<file path="config.mk">
export PLATFORM = sky130hd
export DESIGN_NAME = nrdiv_top
export DESIGN_NICKNAME = d
export VERILOG_FILES = /design/src/rtl/nrdiv_pkg.sv /design/src/rtl/nrdiv_step.sv /design/src/rtl/nrdiv_fix.sv /design/src/rtl/nrdiv_top.sv
export SDC_FILE = /design/constraint.sdc
export NUM_CORES = 1
export LEC_CHECK = 0
export BUFFER_PORTS_ARGS = -buffer_cell sky130_fd_sc_hd__buf_2
export CORE_ASPECT_RATIO = 0.7
export CORE_UTILIZATION = 50
export CTS_BUF_LIST = sky130_fd_sc_hd__clkbuf_2
export CTS_CLUSTER_SIZE = 40
export DETAILED_ROUTE_END_ITERATION = 16
export MAX_ROUTING_LAYER = met4
export PLACE_DENSITY = 0.78
export SLEW_MARGIN = 20
export SYNTH_ARGS = -nofsm -noshare
export SYNTH_HDL_FRONTEND = slang
export SYNTH_SLANG_ARGS = --single-unit
</file>
<file path="constraint.sdc">
create_clock -name clk -period 3.2 [get_ports clk]
set_input_delay 0.64 -clock clk [delete_from_list [all_inputs] [get_ports clk]]
set_output_delay 0.64 -clock clk [all_outputs]
set_load 0.01 [all_outputs]
</file>
<file path="src/rtl/nrdiv_pkg.sv">
package nrdiv_pkg;

    typedef enum logic [1:0] {
        ST_IDLE = 2'd0,
        ST_ITER = 2'd1,
        ST_FIX  = 2'd2
    } nrdiv_state_e;

    typedef enum logic {
        OP_SUB = 1'b0,
        OP_ADD = 1'b1
    } nrdiv_op_e;

    // A non-negative partial remainder is followed by a subtraction,
    // a negative one by an addition.
    function automatic nrdiv_op_e pick_op(input logic rem_negative);
        return rem_negative ? OP_ADD : OP_SUB;
    endfunction

endpackage

</file>
<file path="src/rtl/nrdiv_step.sv">
module nrdiv_step
    import nrdiv_pkg::*;
#(
    parameter int W = 8
) (
    input  logic [W:0]   rem_in,
    input  logic         next_bit,
    input  logic [W-1:0] den,
    output logic [W:0]   rem_out,
    output logic         digit_pos
);
    localparam int XW = W + 2;

    nrdiv_op_e       op;
    logic [XW-1:0]   shifted;
    logic [XW-1:0]   dext;
    logic [XW-1:0]   res;

    always_comb begin
        op       = pick_op(rem_in[W]);
        // 2*r + bit; the partial remainder's sign bit becomes the new MSB
        shifted  = {rem_in, next_bit};
        dext     = {2'b00, den};
        res      = (op == OP_SUB) ? (shifted - dext) : (shifted + dext);
        // the result lies in [-den, den), so W+1 bits hold it
        rem_out  = res[W:0];
        digit_pos = (op == OP_SUB);
    end

endmodule

</file>
<file path="src/rtl/nrdiv_fix.sv">
module nrdiv_fix #(
    parameter int W = 8
) (
    input  logic [W-1:0] digits,
    input  logic [W:0]   rem_raw,
    input  logic [W-1:0] den,
    input  logic [W-1:0] num,
    input  logic         den_zero,
    output logic [W-1:0] quo_out,
    output logic [W-1:0] rem_out
);
    localparam logic [W:0] ALL_DIGITS = {1'b0, {W{1'b1}}};

    logic [W:0] q_conv;
    logic [W:0] q_adj;
    logic [W:0] r_adj;

    always_comb begin
        // positive-one word minus negative-one word = 2P - (2^W - 1)
        q_conv = {digits, 1'b0} - ALL_DIGITS;
        if (rem_raw[W]) begin
            q_adj = q_conv - {{W{1'b0}}, 1'b1};
            r_adj = rem_raw + {1'b0, den};
        end else begin
            q_adj = q_conv;
            r_adj = rem_raw;
        end
        if (den_zero) begin
            quo_out = {W{1'b1}};
            rem_out = num;
        end else begin
            quo_out = q_adj[W-1:0];
            rem_out = r_adj[W-1:0];
        end
    end

endmodule

</file>
<file path="src/rtl/nrdiv_top.sv">
module nrdiv_top
    import nrdiv_pkg::*;
#(
    parameter int W = 8
) (
    input  logic         clk,
    input  logic         rst,
    input  logic         start,
    input  logic [W-1:0] num,
    input  logic [W-1:0] den,
    output logic         busy,
    output logic         done,
    output logic [W-1:0] quo,
    output logic [W-1:0] rem,
    output logic         div0
);
    localparam int CW = $clog2(W + 1);
    localparam logic [CW-1:0] LAST_STEP = CW'(W - 1);

    nrdiv_state_e st;
    logic [CW-1:0] step_cnt;
    logic [W:0]    prem;
    logic [W-1:0]  digits;
    logic [W-1:0]  num_sh;
    logic [W-1:0]  num_q;
    logic [W-1:0]  den_q;

    logic [W:0]    prem_nx;
    logic          dig_nx;
    logic [W-1:0]  quo_fix;
    logic [W-1:0]  rem_fix;
    logic          den_zero;

    assign den_zero = (den_q == '0);

    nrdiv_step #(.W(W)) u_step (
        .rem_in    (prem),
        .next_bit  (num_sh[W-1]),
        .den       (den_q),
        .rem_out   (prem_nx),
        .digit_pos (dig_nx)
    );

    nrdiv_fix #(.W(W)) u_fix (
        .digits   (digits),
        .rem_raw  (prem),
        .den      (den_q),
        .num      (num_q),
        .den_zero (den_zero),
        .quo_out  (quo_fix),
        .rem_out  (rem_fix)
    );

    always_ff @(posedge clk) begin
        if (rst) begin
            st       <= ST_IDLE;
            step_cnt <= '0;
            prem     <= '0;
            digits   <= '0;
            num_sh   <= '0;
            num_q    <= '0;
            den_q    <= '0;
            busy     <= 1'b0;
            done     <= 1'b0;
            quo      <= '0;
            rem      <= '0;
            div0     <= 1'b0;
        end else begin
            done <= 1'b0;
            unique case (st)
                ST_IDLE: begin
                    if (start) begin
                        prem     <= '0;
                        digits   <= '0;
                        num_sh   <= num;
                        num_q    <= num;
                        den_q    <= den;
                        step_cnt <= '0;
                        busy     <= 1'b1;
                        st       <= ST_ITER;
                    end
                end
                ST_ITER: begin
                    prem     <= prem_nx;
                    digits   <= {digits[W-2:0], dig_nx};
                    num_sh   <= {num_sh[W-2:0], 1'b0};
                    step_cnt <= step_cnt + 1'b1;
                    if (step_cnt == LAST_STEP) begin
                        st <= ST_FIX;
                    end
                end
                ST_FIX: begin
                    quo  <= quo_fix;
                    rem  <= rem_fix;
                    div0 <= den_zero;
                    done <= 1'b1;
                    busy <= 1'b0;
                    st   <= ST_IDLE;
                end
                default: st <= ST_IDLE;
            endcase
        end
    end

endmodule

</file>
# --- Yosys cells after proc, flatten, opt, wreduce, memory -nomap -nowiden ---
# Cells that the tools add are included.
# Widths: inputs -> output; s select.
classes:
  addsub: 6
  n_eq_ne: 5
  n_mux: 20
  bitwise: 1
  n_reduce_logical: 8
ops:
  columns: ["op", "count"]
  rows:
  - ["$mux 8", 5]
  - ["$mux 9", 2]
  - ["$pmux 9 s2", 1]
  - ["$pmux 8 s2", 1]
  - ["$pmux 7 s2", 1]
  - ["$add 9x8->9", 1]
  - ["$sub 9x8->9", 1]
  - ["$add 8x8->8", 1]
  - ["$logic_not 8->1", 1]
  - ["$pmux 4 s2", 1]
  - ["$reduce_and 2->1", 4]
  - ["$sub 8x1->8 const B", 1]
  - ["$sub 8x8->8 const B", 1]
  - ["$mux 7", 1]
  - ["$add 4x1->4 const B", 1]
  - ["$eq 4x3->1 const B", 1]
  - ["$mux 2", 2]
  - ["$mux 4", 1]
  - ["$ne 2x2->1 const B", 2]
  - ["$pmux 2 s2", 1]
  - ["$reduce_bool 2->1", 2]
  - ["$mux 1", 3]
  - ["$eq 2x1->1 const B", 1]
  - ["$eq 2x2->1 const B", 1]
  - ["3 further kinds", 3]
word_totals:
  register_bits: 65
  input_bits: 19
  out_inout_bits: 19
  wordCells: 52

# --- Longest topological paths before layout ---
# Gate-level depths: netlist of run 1.
logic_depth:
  word_depth: 4
  depth_mapped: 11
  mapped_depth_nobuf: 11

# --- Hierarchy ---
# Synthesis of run 1 repeated with hierarchy kept, for this count alone.
unflattened:
  hier_cells: 445
  area_unflattened_um2: 3607.2
by_module_without_submodules:
  columns: ["module", "instances", "cells_per_inst", "area_per_inst_um2", "seq_area_each_um2"]
  rows:
  - ["nrdiv_top", 1, 287, 2532.4, 1321.3]
  - ["nrdiv_fix", 1, 86, 563.0, 0.0]
  - ["nrdiv_step", 1, 72, 511.7, 0.0]

# --- Worst setup path after synthesis of run 1 ---
# Ideal clock, no wire load.
synth_timing:
  kind: "register -> register"
  from: "reg prem[8]"
  to: "reg prem[8]"
  setup_ps: 128
  arrival_ps: 2792
  t_required_ps: 3072
  setup_slack_ps: 280
  path_stages_with_launch: 10
  path_buffers: 2
  period_less_slack_ps: 2920
  cell_sequence: "dfxtp_1 clkbuf_1 buf_1 mux2_2 fa_1 a21o_1 a221oi_1 o2bb2ai_1 mux2i_1 nand4_1"
synth_between:
  elab_chain_len: 3
synth_rtl:
  columns: ["item", "line_no", "text"]
  rows:
  - ["from (decl)", "nrdiv_top.sv:22", "logic [W:0] prem;"]
  - ["from (signal assigned)", "nrdiv_top.sv:84", "prem <= prem_nx;"]
  - ["$mux 1", "nrdiv_pkg.sv:17", "return rem_negative ? OP_ADD : OP_SUB;"]
  - ["$mux 9", "nrdiv_step.sv:24", "res = (op == OP_SUB) ? (shifted - dext) : (shifted + dext);"]
  - ["$pmux 9 s2", "nrdiv_top.sv:70", "unique case (st)"]
# Every way passes these cells.
# A chain may end at the register's enable or synchronous reset.

# --- Worst setup path in the final report of run 1 ---
layout_timing:
  from: "reg den_q[1]"
  to: "reg prem[8]"
layout_between:
  elab_chain_len: 3
  elab_cells_between_ends: 4
  cone_classes: "add/sub: 2; mux: 2"
layout_rtl:
  columns: ["item", "line_no", "text"]
  rows:
  - ["from (decl)", "nrdiv_top.sv:26", "logic [W-1:0] den_q;"]
  - ["from (signal assigned)", "nrdiv_top.sv:77", "den_q <= den;"]
  - ["$sub 9x8->9 / $add 9x8->9 (equally long branches)", "nrdiv_step.sv:24", null]
  - ["$mux 9 *", "nrdiv_step.sv:24", null]
  - ["$pmux 9 s2 *", "nrdiv_top.sv:70", null]
# Every way passes the cells marked *; elsewhere a longest branch is shown, timed or not.

==> impl_summary.txt, run 1 <==
----------------------------------------------------
[Outcome]
  Outcome ... completed

[Placed design]
  Hpwl dp ... 5800 µm
  Placed cells ... 531
  PortBufs ... 37
  Area after DPL ... between 3000 and 4000 µm²
  Final weighted congestion in routability-driven placement ... about 0.86

[Timing]
  Setup-failing EPs final ... 0
  Post-layout minimum cycle time ... 2880 ps
  Skew final ... 23.1 ps
  Slew Limit Fails ... 0
  Final number of hold-violating endpoints ... 0
  Sum of negative setup slack ... 0 ps
  RSZ-0062 raised after global routing ... false
  Max frequency ... 347 MHz
  Share of the cycle needed by the critical path after routing ... 0.900
  Slew margin rel. ... 0.557
  Worst-Margin Slew ... roughly 660 ps

[Finish]
  Final #Nets ... slightly below 500
  Final cell area excluding filler cells ... 3780 µm²
  Fin cells ... 547
  Fraction of final layout cells with drive strength greater than 1 ... 0.156
  Count of inserted antenna diode cells ... 0
  Area Growth Syn to Fin ... 11.2%
  Fill cell instance count of the final layout ... 599
  Commonest non-fill, non-tap cells in the layout ... sky130_fd_sc_hd__dfxtp_1, sky130_fd_sc_hd__nand2_1, sky130_fd_sc_hd__nor2_1, sky130_fd_sc_hd__a21oi_1, sky130_fd_sc_hd__buf_2
  Most common library cell in the layout ignoring fill and taps ... sky130_fd_sc_hd__dfxtp_1

[Synth]
  Count of flip-flops with a built-in enable after synthesis ... 0
  Distinct cells, synth ... 53
  Top flip-flop cell by instance count after synthesis ... sky130_fd_sc_hd__dfxtp_1
  Instance count of the mapped netlist ... approximately 420
  FF+latch count, synth ... 65
  Yosys warning total ... 0
  Mean instance size in the synthesized netlist ... just over 8 µm²
  Combined area of all synthesized cells ... roughly 3400 µm²
  Proportion of register bits with asynchronous set or reset after synthesis ... 0
  Net Count, Synth ... 460
  Portion of the post-synthesis area used by sequential elements ... 0.383

[Die]
  Chip Height ... 71 µm
  # IOs ... 38
  Std cell rows ... 24
  Initial Util ... 0.532
  Placeable core region ... 6400 µm²
  Die Span X ... 101 µm
  Area of the die ... 7140 µm²

[Clock tree]
  CTS sink cnt ... 65
  Post-cts sizing count ... 0
  Clock tree root driver cell ... sky130_fd_sc_hd__clkbuf_2
  Clock-pin slew reported for the worst setup and hold paths after clock tree synthesis ... 190 ps
  Setup repair bufs after CTS ... 0
  Clock buffer count from CTS ... 9
  CTS Buffer Depth ... 2
  Quantity of hold-fixing buffers added after cts ... 0
  CTS H-tree depth ... 3
  Latest clock arrival within the worst-skew pair ... between 500 and 600 ps
  TritonCTS clock tree ... yes

[Critical path]
  Worst endpoint required time ... 3620 ps
  Sort of element at the end of the critical path ... register
  RR Endpoint ... prem[8]
  Startpoint of the most critical register-to-register path ... den_q[1]
  Sequence of cells on the critical path ... inv_1 > ha_1 > mux2_2 > fa_1 > a21o_1 > a221oi_1 > o2bb2ai_1 > mux2i_1 > nand4_1
  Depth of the worst register-to-register path ... 9
  Data arrival time of the worst path ... 3300 ps
  Crit start category ... register
  Slowest-stage cell, CP ... sky130_fd_sc_hd__dfxtp_1
  Setup slack of the most critical reg-to-reg path ... 320 ps
  Crit-path max cell delay ... 460 ps
  Maximum fanout along the worst path ... 6
  Kind of critical path ... reg -> reg

[Route]
  First-pass DRT Iterations ... 5
  Post-DR vias/cell ... about 5.6
  Post-detailed-routing wire length ... 8070 µm
  Number of routed nets with antenna violations ... 0
  Residual DRC ... 0
  DR WL/cell ... 14.8 µm
  Via count ... 3075
  Drt first-iter violations ... 183

[Power]
  Leakage power ... 1.67 nW
  Worst supply voltage drop on vdd ... about 0.25 mV
  PD cells ... 491 nW/µm²

[Global routing]
  Gr usage total ... 0.252
  Grt ovf ... 0
  Via count of the first global-routing pass ... 2806
  Number of antenna violations at the first check in global routing ... 0
  Global-route wire length before repair ... 13500 µm
  Pin count of the biggest net entering global routing ... 44

[Min path]
  Hold/Removal Path Class ... in -> reg
  Hold Crit Start ... den[0]
  Cell count of the worst hold path ... 3
  Worst min-delay path endpoint ... den_q[0]

[Flow run]
  Number of maximum-capacitance constraint violations ... 0

----------------------------------------------------
==> cell usage after synthesis, drive strengths merged (5+ instances only) <==
master / n / area (µm²)
nor2b: 15 / 93.8
dfxtp: 65 / 1300
nor2: 57 / 214
buf: 6 / 33.8
o21ai: 11 / 55.1
a22o: 9 / 78.8
nor3: 16 / 85.1
a21oi: 43 / 215
clkbuf: 20 / 75.1
ha: 17 / 213
a21o: 6 / 45.0
nand2: 58 / 218
nand2b: 5 / 31.3
inv: 10 / 37.5
xor2: 10 / 87.6
==> metrics by stage <==
step	utilization	hold WS, ps	total power [mW]	setup WS (ps)
2_1_floorplan	-	432	1.20	280
3_3_place_gp	0.570	440	1.28	453
3_5_place_dp	0.570	447	1.29	322
4_1_cts	0.591	318	1.87	339
5_1_grt	0.591	313	1.96	132
6_report	0.591	347	1.86	320
==> worst max-delay path by stage <==
stage / start / end / slack (ps) / cells past startpoint
finish: den_q[1] / prem[8] / 320 / 9
floorplan: prem[8] / prem[8] / 280 / 9
detailed placement: den_q[1] / prem[8] / 320 / 9
CTS: den_q[1] / prem[8] / 340 / 9
global route: den_q[2] / prem[8] / 130 / 10
global placement: den_q[1] / prem[8] / 450 / 9
==> layout make-up <==
cell class | count | area, µm² | area share
multi-input combinational | 320 | 1950 | 0.515
sequential | 65 | 1300 | 0.344
timing repair buffer | 44 | 238 | 0.0629
tap | 91 | 114 | 0.0301
clock inverter | 7 | 93.8 | 0.0248
clock buffer | 9 | 45.0 | 0.0119
inverter | 11 | 41.3 | 0.0109
==> cells by family after synthesis <==
| kind of cell | count (synthesis) | synth area share |
|---|---|---|
| buf+inv | 37 | 0.0441 |
| fa+ha+maj | 19 | 0.0743 |
| flops | 65 | 0.383 |
| simple gates | 178 | 0.242 |
| mux | 5 | 0.0155 |
| xor+xnor | 11 | 0.0283 |
| compound gates | 107 | 0.213 |
==> layer usage <==
layer  part of all wire  GRT usage  vias up
met2               0.44      0.370      103
li1                   -          -     1541
met1               0.48      0.348     1425
met5                  0          -        -
met3              0.071     0.0553        6
met4             0.0064     0.0709        0
==> power breakdown <==
part / switching (mW) / internal, mW / leakage, nW
clock: 0.320 / 0.258 / 0.0783
combinational: 0.226 / 0.157 / 1.06
sequential: 0.0474 / 0.850 / 0.530
==> state kept, by name, indices dropped and copies added (netlist names) <==
signal	cells
step_cnt	4
digits	7
num_sh	8
den_q	8
rem	8
div0	1
quo	8
busy	1
prem	9
st	2
done	1
num_q	8
==> critical path, delay by kind of cell, from the launching register on <==
| kind | cells | cell delay [ps] |
|---|---|---|
| buf+inv | 1 | 110 |
| simple gates | 1 | 90 |
| fa+ha+maj | 2 | 720 |
| compound gates | 3 | 900 |
| mux | 2 | 520 |
| flops | 1 | 460 |
Power figures use the tool's default switching activity.
==> run 2, diff against run 1 <==
--- a/config.mk
+++ b/config.mk
@@ -6,13 +6,14 @@
 export NUM_CORES = 1
 export LEC_CHECK = 0
 export BUFFER_PORTS_ARGS = -buffer_cell sky130_fd_sc_hd__buf_2
+export CAP_MARGIN = 20
 export CORE_ASPECT_RATIO = 0.7
-export CORE_UTILIZATION = 50
+export CORE_UTILIZATION = 40
 export CTS_BUF_LIST = sky130_fd_sc_hd__clkbuf_2
 export CTS_CLUSTER_SIZE = 40
 export DETAILED_ROUTE_END_ITERATION = 16
 export MAX_ROUTING_LAYER = met4
-export PLACE_DENSITY = 0.78
+export PLACE_DENSITY = 0.66
 export SLEW_MARGIN = 20
 export SYNTH_ARGS = -nofsm -noshare
 export SYNTH_HDL_FRONTEND = slang
==> run 2 against run 1 <==
Net effect: hold slack better by 13 ps; register-to-register slack improved by 80 ps; combinational power rose by 4%; critical path type unchanged; largest power group unchanged.
==> impl_summary.txt, run 2 (synthesis gave the netlist of run 1 again) <==
----------------------------------------------------
[Critical path]
  Sort of element at the end of the critical path ... register
  RR Endpoint ... prem[8]
  Top Family by Delay on Critical Path ... compound AO/OA/AOI/OAI gates
  Setup slack of the most critical reg-to-reg path ... 400 ps
  Crit start category ... register
  Sequence of cells on the critical path ... inv_1 > ha_1 > mux2_2 > fa_1 > a21o_1 > a221oi_1 > o2bb2ai_1 > mux2i_1 > nand4_1
  Slowest-stage cell, CP ... sky130_fd_sc_hd__dfxtp_1
  Worst endpoint required time ... between 3000 and 4000 ps
  Startpoint of the most critical register-to-register path ... den_q[1]
  Data arrival time of the worst path ... 3230 ps
  Total buffers and inverters traversed by the critical path ... 1
  Startpoint of the most critical setup path ... den_q[1]
  Maximum fanout along the worst path ... 6
  Depth of the worst register-to-register path ... 9
  Kind of critical path ... reg -> reg
  Crit-path max cell delay ... 460 ps
  Worst setup path endpoint ... prem[8]
  Crit. path cell count ... 9

[Power]
  PD cells ... 475 nW/µm²
  Leakage power ... 1.67 nW
  Worst supply voltage drop on vdd ... 0.259 mV

[Timing]
  Worst-Margin Slew ... 643 ps
  RSZ-0062 raised after global routing ... false
  Final number of hold-violating endpoints ... 0
  Slew margin rel. ... 0.571
  Post-layout minimum cycle time ... 2800 ps
  Max frequency ... 357 MHz
  Share of the cycle needed by the critical path after routing ... 0.876
  Setup-failing EPs final ... 0
  Sum of negative setup slack ... 0 ps
  Tightest hold margin ... around 360 ps
  Slew Limit Fails ... 0
  Skew final ... 22.3 ps

[Clock tree]
  CTS Buffer Depth ... 2
  Setup repair bufs after CTS ... 0
  CTS H-tree depth ... 3
  CTS sink cnt ... 65
  Latest clock arrival within the worst-skew pair ... 510 ps
  Quantity of hold-fixing buffers added after cts ... 0
  TritonCTS clock tree ... yes
  Clock-pin slew reported for the worst setup and hold paths after clock tree synthesis ... 200 ps
  Clock tree root driver cell ... sky130_fd_sc_hd__clkbuf_2
  Clock buffer count from CTS ... 9
  Post-cts sizing count ... 0

[Die]
  Placeable core region ... 8040 µm²
  Initial Util ... 0.423
  # IOs ... 38
  Chip Height ... between 70 and 80 µm
  Std cell rows ... 27
  Die Span X ... roughly 110 µm
  Area of the die ... between 8000 and 9000 µm²

[Finish]
  Count of inserted antenna diode cells ... 0
  Final cell area excluding filler cells ... 3770 µm²
  Most common library cell in the layout ignoring fill and taps ... sky130_fd_sc_hd__dfxtp_1
  Sequential cell area ... 1300 µm²
  Commonest non-fill, non-tap cells in the layout ... sky130_fd_sc_hd__dfxtp_1, sky130_fd_sc_hd__nand2_1, sky130_fd_sc_hd__nor2_1, sky130_fd_sc_hd__a21oi_1, sky130_fd_sc_hd__buf_2
  Area Growth Syn to Fin ... 11.0%
  Final #Nets ... 490
  Fill cell instance count of the final layout ... slightly above 800
  Fin cells ... 558
  Area of the multi-input gates ... 1950 µm²
  Fraction of final layout cells with drive strength greater than 1 ... 0.155
  Fin util ... 0.469
  Reg with most FFs ... prem
  Flip-flop count of the largest register, all copies and words added ... 9

[Route]
  Drt first-iter violations ... between 200 and 250
  Residual DRC ... 0
  Post-detailed-routing wire length ... 8790 µm
  Number of routed nets with antenna violations ... 0
  First-pass DRT Iterations ... 4
  DR WL/cell ... approximately 16 µm
  Via count ... 3128
  Post-DR vias/cell ... 5.61

[Global routing]
  Number of antenna violations at the first check in global routing ... 0
  Global-route wire length before repair ... 14200 µm
  Via count of the first global-routing pass ... between 2000 and 3000
  Pin count of the biggest net entering global routing ... 33
  Grt ovf ... 0
  Gr usage total ... 0.215

[Flow run]
  Number of maximum-capacitance constraint violations ... 0

[Placed design]
  Area after DPL ... ~3700 µm²
  Placed cells ... 542
  Hpwl dp ... approximately 6400 µm
  PortBufs ... 37
  Final weighted congestion in routability-driven placement ... 0.895

[Outcome]
  Outcome ... completed

[Min path]
  Hold/Removal Path Class ... in -> reg

----------------------------------------------------
## run 2: changes by cell type in the layout (fill, tap and decap cells not counted)
cell	delta
sky130_fd_sc_hd__buf_4	+1
sky130_fd_sc_hd__clkinv_1	+1
sky130_fd_sc_hd__clkinvlp_4	-1
sky130_fd_sc_hd__clkbuf_2	+2
sky130_fd_sc_hd__clkinv_2	-1
sky130_fd_sc_hd__bufinv_16	-1
## run 2: worst register-to-register path: stages (launching register included)
cell and delay, ps:
sky130_fd_sc_hd__dfxtp_1 460, sky130_fd_sc_hd__inv_1 110, sky130_fd_sc_hd__ha_1 270, sky130_fd_sc_hd__mux2_2 290
sky130_fd_sc_hd__fa_1 430, sky130_fd_sc_hd__a21o_1 210, sky130_fd_sc_hd__a221oi_1 420, sky130_fd_sc_hd__o2bb2ai_1 230
sky130_fd_sc_hd__mux2i_1 210, sky130_fd_sc_hd__nand4_1 90
## run 2: layout make-up
| type | count | area share |
|---|---|---|
| flip-flops and latches | 65 | 0.345 |
| well taps | 101 | 0.0335 |
| inverters | 11 | 0.0109 |
| clock buffers | 11 | 0.0146 |
| clock inverters | 5 | 0.0146 |
| repair buffers | 45 | 0.0650 |
| multi-input cells | 320 | 0.517 |
## run 2: metrics by stage
step	total power, mW	setup slack, ps
final	1.79	396
after detailed placement	1.31	383
after global placement	1.30	482
after global routing	1.89	181
after CTS	1.80	383
after floorplan	1.20	280
## run 2: per-layer routing
metal / part of all wire / routed length (µm) / GRT usage / vias up
li1: - / - / - / 1548
met1: 0.52 / 4590 / 0.294 / 1504
met2: 0.41 / 3640 / 0.314 / 70
met3: 0.054 / 476 / 0.0511 / 6
met4: 0.0089 / 78 / 0.0627 / 0
met5: 0 / 0 / - / -
## run 2: worst min-delay path by stage
stage                to  cells after the start     start  slack (ps)
5_1_grt        num_q[5]                      3    num[5]         330
4_1_cts        num_q[6]                      3    num[6]         320
2_1_floorplan  num_q[6]                      2  num_q[6]         430
3_3_place_gp     rem[2]                      2    rem[2]         440
6_report       num_q[6]                      3    num[6]         360
3_5_place_dp     rem[0]                      2    rem[0]         450
## run 2: power by group
part | switching (mW) | internal, mW
clock network | 0.310 | 0.186
logic | 0.239 | 0.159
registers | 0.0500 | 0.850
